--- config.mk ---
export PLATFORM = sky130hd
export DESIGN_NAME = psram_pwr_seq
export DESIGN_NICKNAME = d
export VERILOG_FILES = /design/src/rtl/psram_seq_pkg.sv /design/src/rtl/psram_seq_timer.sv /design/src/rtl/psram_seq_retain.sv /design/src/rtl/psram_seq_fsm.sv /design/src/rtl/psram_pwr_seq.sv
export SDC_FILE = /design/constraint.sdc
export NUM_CORES = 1
export LEC_CHECK = 0
export BUFFER_PORTS_ARGS = -buffer_cell sky130_fd_sc_hd__buf_2
export CORE_UTILIZATION = 55
export CTS_BUF_LIST = sky130_fd_sc_hd__clkbuf_2 sky130_fd_sc_hd__clkbuf_4 sky130_fd_sc_hd__clkbuf_8
export DETAILED_ROUTE_END_ITERATION = 8
export GPL_TIMING_DRIVEN = 0
export PLACE_DENSITY = 0.78
export REMOVE_ABC_BUFFERS = 1
export SLEW_MARGIN = 20
export SYNTH_ARGS = -nofsm -noshare
export SYNTH_HDL_FRONTEND = slang
export SYNTH_SLANG_ARGS = --single-unit
--- constraint.sdc ---
create_clock -name clk -period 1.65 [get_ports clk]
set_input_delay 0.2475 -clock clk [delete_from_list [all_inputs] [get_ports clk]]
set_output_delay 0.2475 -clock clk [all_outputs]
set_load 0.02 [all_outputs]
--- src/rtl/psram_seq_pkg.sv ---
package psram_seq_pkg;

  typedef enum logic [2:0] {
    S_POWER_UP_WAIT = 3'd0,
    S_CE2_RISE_HOLD = 3'd1,
    S_READY         = 3'd2,
    S_ENTER_PD      = 3'd3,
    S_PD            = 3'd4,
    S_EXIT_HOLD     = 3'd5
  } seq_state_t;

  localparam logic [1:0] RET_NONE_A = 2'b00;
  localparam logic [1:0] RET_PART_S = 2'b01;
  localparam logic [1:0] RET_PART_L = 2'b10;
  localparam logic [1:0] RET_NONE_B = 2'b11;

  // Only the two partial settings keep data across the low-power state.
  function automatic logic keeps_data(input logic [1:0] m);
    return (m == RET_PART_S) || (m == RET_PART_L);
  endfunction

  function automatic int unsigned max_u(input int unsigned a, input int unsigned b);
    return (a > b) ? a : b;
  endfunction

endpackage

--- src/rtl/psram_seq_timer.sv ---
module psram_seq_timer #(
  parameter int unsigned TW = 8
) (
  input  logic          clk,
  input  logic          rst_n,
  input  logic          clr,
  input  logic [TW-1:0] limit,
  output logic          done
);

  logic [TW-1:0] cnt_q;
  logic [TW-1:0] cnt_d;
  logic          cnt_en;

  // done marks the last cycle of a phase that lasts 'limit' cycles.
  assign done   = (cnt_q == (limit - TW'(1)));
  assign cnt_en = clr | ~done;

  always_comb begin
    cnt_d = cnt_q;
    if (clr) begin
      cnt_d = '0;
    end else if (!done) begin
      cnt_d = cnt_q + TW'(1);
    end
  end

  always_ff @(posedge clk or negedge rst_n) begin
    if (!rst_n) begin
      cnt_q <= '0;
    end else if (cnt_en) begin
      cnt_q <= cnt_d;
    end
  end

endmodule

--- src/rtl/psram_seq_retain.sv ---
module psram_seq_retain
  import psram_seq_pkg::*;
(
  input  logic       clk,
  input  logic       rst_n,
  input  logic       capture,
  input  logic [1:0] ret_mode,
  input  logic       arm,
  input  logic       wake_req,
  output logic       wake_seen,
  output logic       keep_q
);

  logic       pend_q;
  logic       pend_d;
  logic [1:0] mode_q;

  // A wake is remembered only while heading into or sitting in the low-power state.
  always_comb begin
    pend_d = 1'b0;
    if (arm) begin
      pend_d = pend_q | wake_req;
    end
  end

  always_ff @(posedge clk or negedge rst_n) begin
    if (!rst_n) begin
      pend_q <= 1'b0;
    end else begin
      pend_q <= pend_d;
    end
  end

  always_ff @(posedge clk or negedge rst_n) begin
    if (!rst_n) begin
      mode_q <= RET_NONE_A;
    end else if (capture) begin
      mode_q <= ret_mode;
    end
  end

  assign wake_seen = pend_q | wake_req;
  assign keep_q    = keeps_data(mode_q);

endmodule

--- src/rtl/psram_seq_fsm.sv ---
module psram_seq_fsm
  import psram_seq_pkg::*;
(
  input  logic       clk,
  input  logic       rst_n,
  input  logic       supply_good,
  input  logic       sleep_req,
  input  logic       wake_seen,
  input  logic       tmr_done,
  output seq_state_t state_q,
  output logic       tmr_clr,
  output logic       sleep_take,
  output logic       pd_arm,
  output logic       ce2_q,
  output logic       force_q,
  output logic       ready_q
);

  seq_state_t state_d;

  always_comb begin
    state_d = state_q;
    if (!supply_good) begin
      state_d = S_POWER_UP_WAIT;
    end else begin
      unique case (state_q)
        S_POWER_UP_WAIT: if (tmr_done)              state_d = S_CE2_RISE_HOLD;
        S_CE2_RISE_HOLD: if (tmr_done)              state_d = S_READY;
        S_READY:         if (sleep_req)             state_d = S_ENTER_PD;
        S_ENTER_PD:      if (tmr_done)              state_d = S_PD;
        S_PD:            if (tmr_done && wake_seen) state_d = S_EXIT_HOLD;
        S_EXIT_HOLD:     if (tmr_done)              state_d = S_READY;
        default:                                    state_d = S_POWER_UP_WAIT;
      endcase
    end
  end

  assign tmr_clr    = (state_d != state_q) ||
                      ((state_q == S_POWER_UP_WAIT) && !supply_good);
  assign sleep_take = (state_q == S_READY) && (state_d == S_ENTER_PD);
  assign pd_arm     = (state_q == S_ENTER_PD) || (state_q == S_PD);

  always_ff @(posedge clk or negedge rst_n) begin
    if (!rst_n) begin
      state_q <= S_POWER_UP_WAIT;
    end else begin
      state_q <= state_d;
    end
  end

  // Pin levels are flopped from the next state so they switch cleanly with the state.
  always_ff @(posedge clk or negedge rst_n) begin
    if (!rst_n) begin
      ce2_q   <= 1'b0;
      force_q <= 1'b1;
      ready_q <= 1'b0;
    end else begin
      ce2_q   <= (state_d == S_CE2_RISE_HOLD) || (state_d == S_READY) ||
                 (state_d == S_ENTER_PD)      || (state_d == S_EXIT_HOLD);
      force_q <= (state_d != S_READY);
      ready_q <= (state_d == S_READY);
    end
  end

endmodule

--- src/rtl/psram_pwr_seq.sv ---
module psram_pwr_seq
  import psram_seq_pkg::*;
#(
  parameter int unsigned T_PU_LOW     = 12500,
  parameter int unsigned T_HOLD_LONG  = 75000,
  parameter int unsigned T_HOLD_SHORT = 250,
  parameter int unsigned T_CE1_SETUP  = 3,
  parameter int unsigned T_PD_MIN     = 17
) (
  input  logic       clk,
  input  logic       rst_n,
  input  logic       supply_good,
  input  logic       sleep_req,
  input  logic       wake_req,
  input  logic [1:0] ret_mode,
  output logic       ce2,
  output logic       ce1_force_hi,
  output logic       ready
);

  localparam int unsigned MAX_T = max_u(max_u(T_PU_LOW, T_HOLD_LONG),
                                        max_u(max_u(T_HOLD_SHORT, T_CE1_SETUP), T_PD_MIN));
  localparam int unsigned TW    = $clog2(MAX_T + 1);

  logic          rst_meta_q;
  logic          rst_sync_q;
  seq_state_t    state_q;
  logic          tmr_clr;
  logic          tmr_done;
  logic [TW-1:0] tmr_limit;
  logic          sleep_take;
  logic          pd_arm;
  logic          wake_seen;
  logic          keep_q;

  // Reset asserts at once and is released on a clock edge.
  always_ff @(posedge clk or negedge rst_n) begin
    if (!rst_n) begin
      rst_meta_q <= 1'b0;
      rst_sync_q <= 1'b0;
    end else begin
      rst_meta_q <= 1'b1;
      rst_sync_q <= rst_meta_q;
    end
  end

  always_comb begin
    unique case (state_q)
      S_POWER_UP_WAIT: tmr_limit = TW'(T_PU_LOW);
      S_CE2_RISE_HOLD: tmr_limit = TW'(T_HOLD_LONG);
      S_ENTER_PD:      tmr_limit = TW'(T_CE1_SETUP);
      S_PD:            tmr_limit = TW'(T_PD_MIN);
      S_EXIT_HOLD:     tmr_limit = keep_q ? TW'(T_HOLD_SHORT) : TW'(T_HOLD_LONG);
      default:         tmr_limit = TW'(1);
    endcase
  end

  psram_seq_timer #(.TW(TW)) u_timer (
    .clk   (clk),
    .rst_n (rst_sync_q),
    .clr   (tmr_clr),
    .limit (tmr_limit),
    .done  (tmr_done)
  );

  psram_seq_retain u_retain (
    .clk       (clk),
    .rst_n     (rst_sync_q),
    .capture   (sleep_take),
    .ret_mode  (ret_mode),
    .arm       (pd_arm),
    .wake_req  (wake_req),
    .wake_seen (wake_seen),
    .keep_q    (keep_q)
  );

  psram_seq_fsm u_fsm (
    .clk         (clk),
    .rst_n       (rst_sync_q),
    .supply_good (supply_good),
    .sleep_req   (sleep_req),
    .wake_seen   (wake_seen),
    .tmr_done    (tmr_done),
    .state_q     (state_q),
    .tmr_clr     (tmr_clr),
    .sleep_take  (sleep_take),
    .pd_arm      (pd_arm),
    .ce2_q       (ce2),
    .force_q     (ce1_force_hi),
    .ready_q     (ready)
  );

endmodule

==> impl_metrics.py <==
metrics = {
    "global_route": {
        "grt_max_degree": 27,
        "gr-usage-all-layers_pct": 26.7,
        "antenna_found_initial": 0,
        "grt_pass1_wl_um": 6780,
        "grt_overflow": 0,
        "grt_pass1_vias": 1509,
    },
    "worst_setup_path": {
        "startpoint": "u_retain.mode_q[0]$_DFFE_PN0P_",
        "required_ns": 1.89,
        "critPathMaxFanout": 8,
        "start_kind": "flop",
        "rr_startpoint": "u_retain.mode_q[0]$_DFFE_PN0P_",
        "path_class": "flop to flop",
        "cp_data_arrival_time_ns": 3.22,
        "cp-end-kind": "flop",
    },
    "die": {
        "dieWidth_um": 58.2,
        "dieArea_um2": 3380,
        "rows": 20,
        "fp.dieH_um": 58.2,
        "core-area_um2": 3030,
        "start_util_pct": 57.3,
        "num_io_pins": 10,
    },
    "pwr": {
        "peakVddDrop_uv": 519,
        "intPower_w": 0.000986,
        "clockPowerShare_pct": 36.0,
        "p_sw_share_pct": 21.3,
        "p_comb_share_pct": 6.7,
        "p_seq_share_pct": 57.3,
        "power.density_nw_per_um2": 594,
        "power.switching_w": 0.000266,
        "power_leakage_nw": 0.876,
    },
    "logic_synthesis": {
        "synth_mux_area_share_pct": 3.03,
        "ys_ff_latch": 28,
        "synthMostInstantiatedCell": "dfrtp_1",
        "synth_compound_area_share_pct": 16.7,
        "yosysWarnings": 0,
        "synth_top_family_by_area": "simple AND/OR/NAND/NOR gates",
        "synthXorXnorAreaFrac_pct": 8.59,
        "ys_top_cells_by_count": "dfrtp_1, nor2_1, nand2_1",
        "synthAdderAreaFrac_pct": 1.44,
        "seq_area_frac_synth_pct": 40.5,
        "async_flop_share_pct": 100,
        "synthSimpleGateAreaFrac_pct": 23.1,
        "syn_area_um2": 1730,
        "synth_area_leaders": "dfrtp_1, xnor2_1, nor2_1",
        "synth_cell_types": 52,
        "syn-instance-count": 190,
        "synth_area_leader_cell": "dfrtp_1",
        "synth_enable_flop_cells": 0,
        "postSynthAreaPerCell_um2": 9.13,
        "ys.flop_type": "dfrtp_1",
        "synth_top_area_share_pct": 39.0,
    },
    "cts": {
        "path_clk_slew_ns": 0.15,
        "clock-sinks": 28,
        "h-tree-depth": 1,
        "ctsRootBufferMaster": "clkbuf_4",
        "numCtsBuffers": 3,
        "insertion_delay_ns": 0.33,
        "clock_path_buffers": 2,
        "cts_tree": "yes",
    },
    "sta": {
        "worstMarginPinSlew_ns": 0.564,
        "finalHoldViolations": 0,
        "fmax_ghz": 0.337,
        "grt_setup_unrepaired": "yes",
        "fin_ws_ns": -1.32,
        "period_minus_slack_ns": 2.97,
        "skew_ns": 0.00456,
        "totalNegativeSetupSlack_ns": -29.16,
        "holdWs_ns": 0.135,
        "setup_viol": 23,
        "slew_viol_final": 0,
        "period_share_pct": 180,
        "relSlewSlack_pct": 62.4,
    },
    "hold_path": {
        "hold_class": "input pin to flop",
        "hold_start": "ret_mode[0]",
    },
    "route": {
        "dr.first_iter.drc_count": 157,
        "wirelength_um": 4720,
        "drc": 0,
        "viasPerCell": 6.48,
        "via_count": 1659,
        "wl_per_cell_um": 18.4,
        "dr.pass1.iters": 5,
        "ant_nets": 0,
    },
    "final_layout": {
        "diodes": 0,
        "area_growth_pct": 21.6,
        "drive_above_1_share_pct": 30.2,
        "final_cell_area_um2": 2110,
        "finalNetCount": 222,
    },
    "placed_design": {
        "dpl-instance-area_um2": 1750,
        "dp_hpwl_um": 2520,
        "port_buffers": 9,
        "gp_congestion": 0.903,
    },
    "status": {
        "status": "complete, but fails checks",
        "violations": "setup timing",
    },
    "run": {
        "cap_viol_max_count": 0,
    },
}
logic make-up after synthesis:
| group | after synthesis |
|---|---|
| other | 1 |
| multiplexers | 5 |
| AO/OA/AOI/OAI | 39 |
| flip-flops | 28 |
| XOR/XNOR | 17 |
| adder cells (fa/ha/maj) | 2 |
| AND/OR/NAND/NOR | 81 |
| buffers and inverters | 17 |
state kept, by name (all words and copies together), names as in the netlist:
name,flops
u_timer.cnt_q,17
u_fsm.ce2_q,1
u_fsm.state_q,3
u_fsm.ready_q,1
rst_sync_q,1
rst_meta_q,1
u_retain.mode_q,2
u_retain.pend_q,1
u_fsm.force_q,1
through the flow:
stage               total power [W]  util [%]  cells  setup slack [ns]
CTS                         0.00125      66.9    252             -1.29
global route                0.00130      69.6    256             -1.40
global placement           0.000778      57.8    233             -1.95
finish                      0.00125      69.6    256             -1.32
detailed placement         0.000783      57.8    233             -2.09
floorplan                  0.000758         -    180             -1.41
power groups by stage:
stage	Combinational (W)	Sequential [W]	Clock (W)
3_3_place_gp	0.0000496	0.000729	0
5_1_grt	0.0000904	0.000722	0.000484
6_report	0.0000840	0.000718	0.000451
4_1_cts	0.0000766	0.000718	0.000454
3_5_place_dp	0.0000525	0.000730	0
2_1_floorplan	0.0000340	0.000724	0
worst paths after layout:
path	cells past startpoint	to	slack (ns)
min in group asynchronous	2	rst_sync_q$_DFF_PN0_	0.19
max reg2reg	12	u_timer.cnt_q[2]$_DFFE_PN0P_	-1.32
min	2	u_retain.mode_q[0]$_DFFE_PN0P_	0.14
min reg2reg	0	u_retain.mode_q[1]$_DFFE_PN0P_	0.27
max	12	u_timer.cnt_q[2]$_DFFE_PN0P_	-1.32
max in group asynchronous	0	u_fsm.state_q[1]$_DFF_PN0_	0.97
layout by cell type, fill, tap and decap left out, drive strengths merged, types with 4 or more instances in the layout:
cell type / synthesis / routed
and3: 4 / 4
nand2: 14 / 14
o21ai: 6 / 6
inv: 7 / 7
xnor2: 12 / 12
nor3: 8 / 8
nand3: 7 / 7
buf: 4 / 27
a21oi: 10 / 10
dfrtp: 27 / 27
nor2: 26 / 26
xor2: 5 / 5
critical path, stage by stage, from the launching register on:
cell,delay (ns)
dfrtp_1,0.43
xor2_2,0.20
and3_1,0.20
o21ai_1,0.13
ha_2,0.29
xnor2_1,0.13
a311o_1,0.29
a211oi_2,0.21
o2111ai_2,0.18
or2_4,0.30
o21bai_4,0.21
buf_12,0.15
o21ba_2,0.15
routing by layer:
layer,part of all wire [%],vias up,wire (um),track usage (%)
met5,0,-,0,0
met4,5.3,0,252,15.3
met3,7.8,38,366,3.35
met2,48,112,2290,43.2
met1,38,800,1810,34.5
li1,-,709,-,-
area by class of cell:
class / instances / area, um^2
repair buffers: 28 / 268
fillers: 220 / 920
clock inverters: 1 / 30.0
inverters: 7 / 26.3
clock buffers: 3 / 22.5
flip-flops and latches: 28 / 707
multi-input cells: 145 / 1000
well taps: 44 / 55.1
timing repair:
action                     CTS  global route
gates cloned                 1             0
hold endpoints to repair     2             0
buffers inserted            13             4
pin swaps                    8            11
hold buffers                 1             0
setup endpoints to repair   25            23
resized for setup           19            10
(Power assumes the default switching activity.)
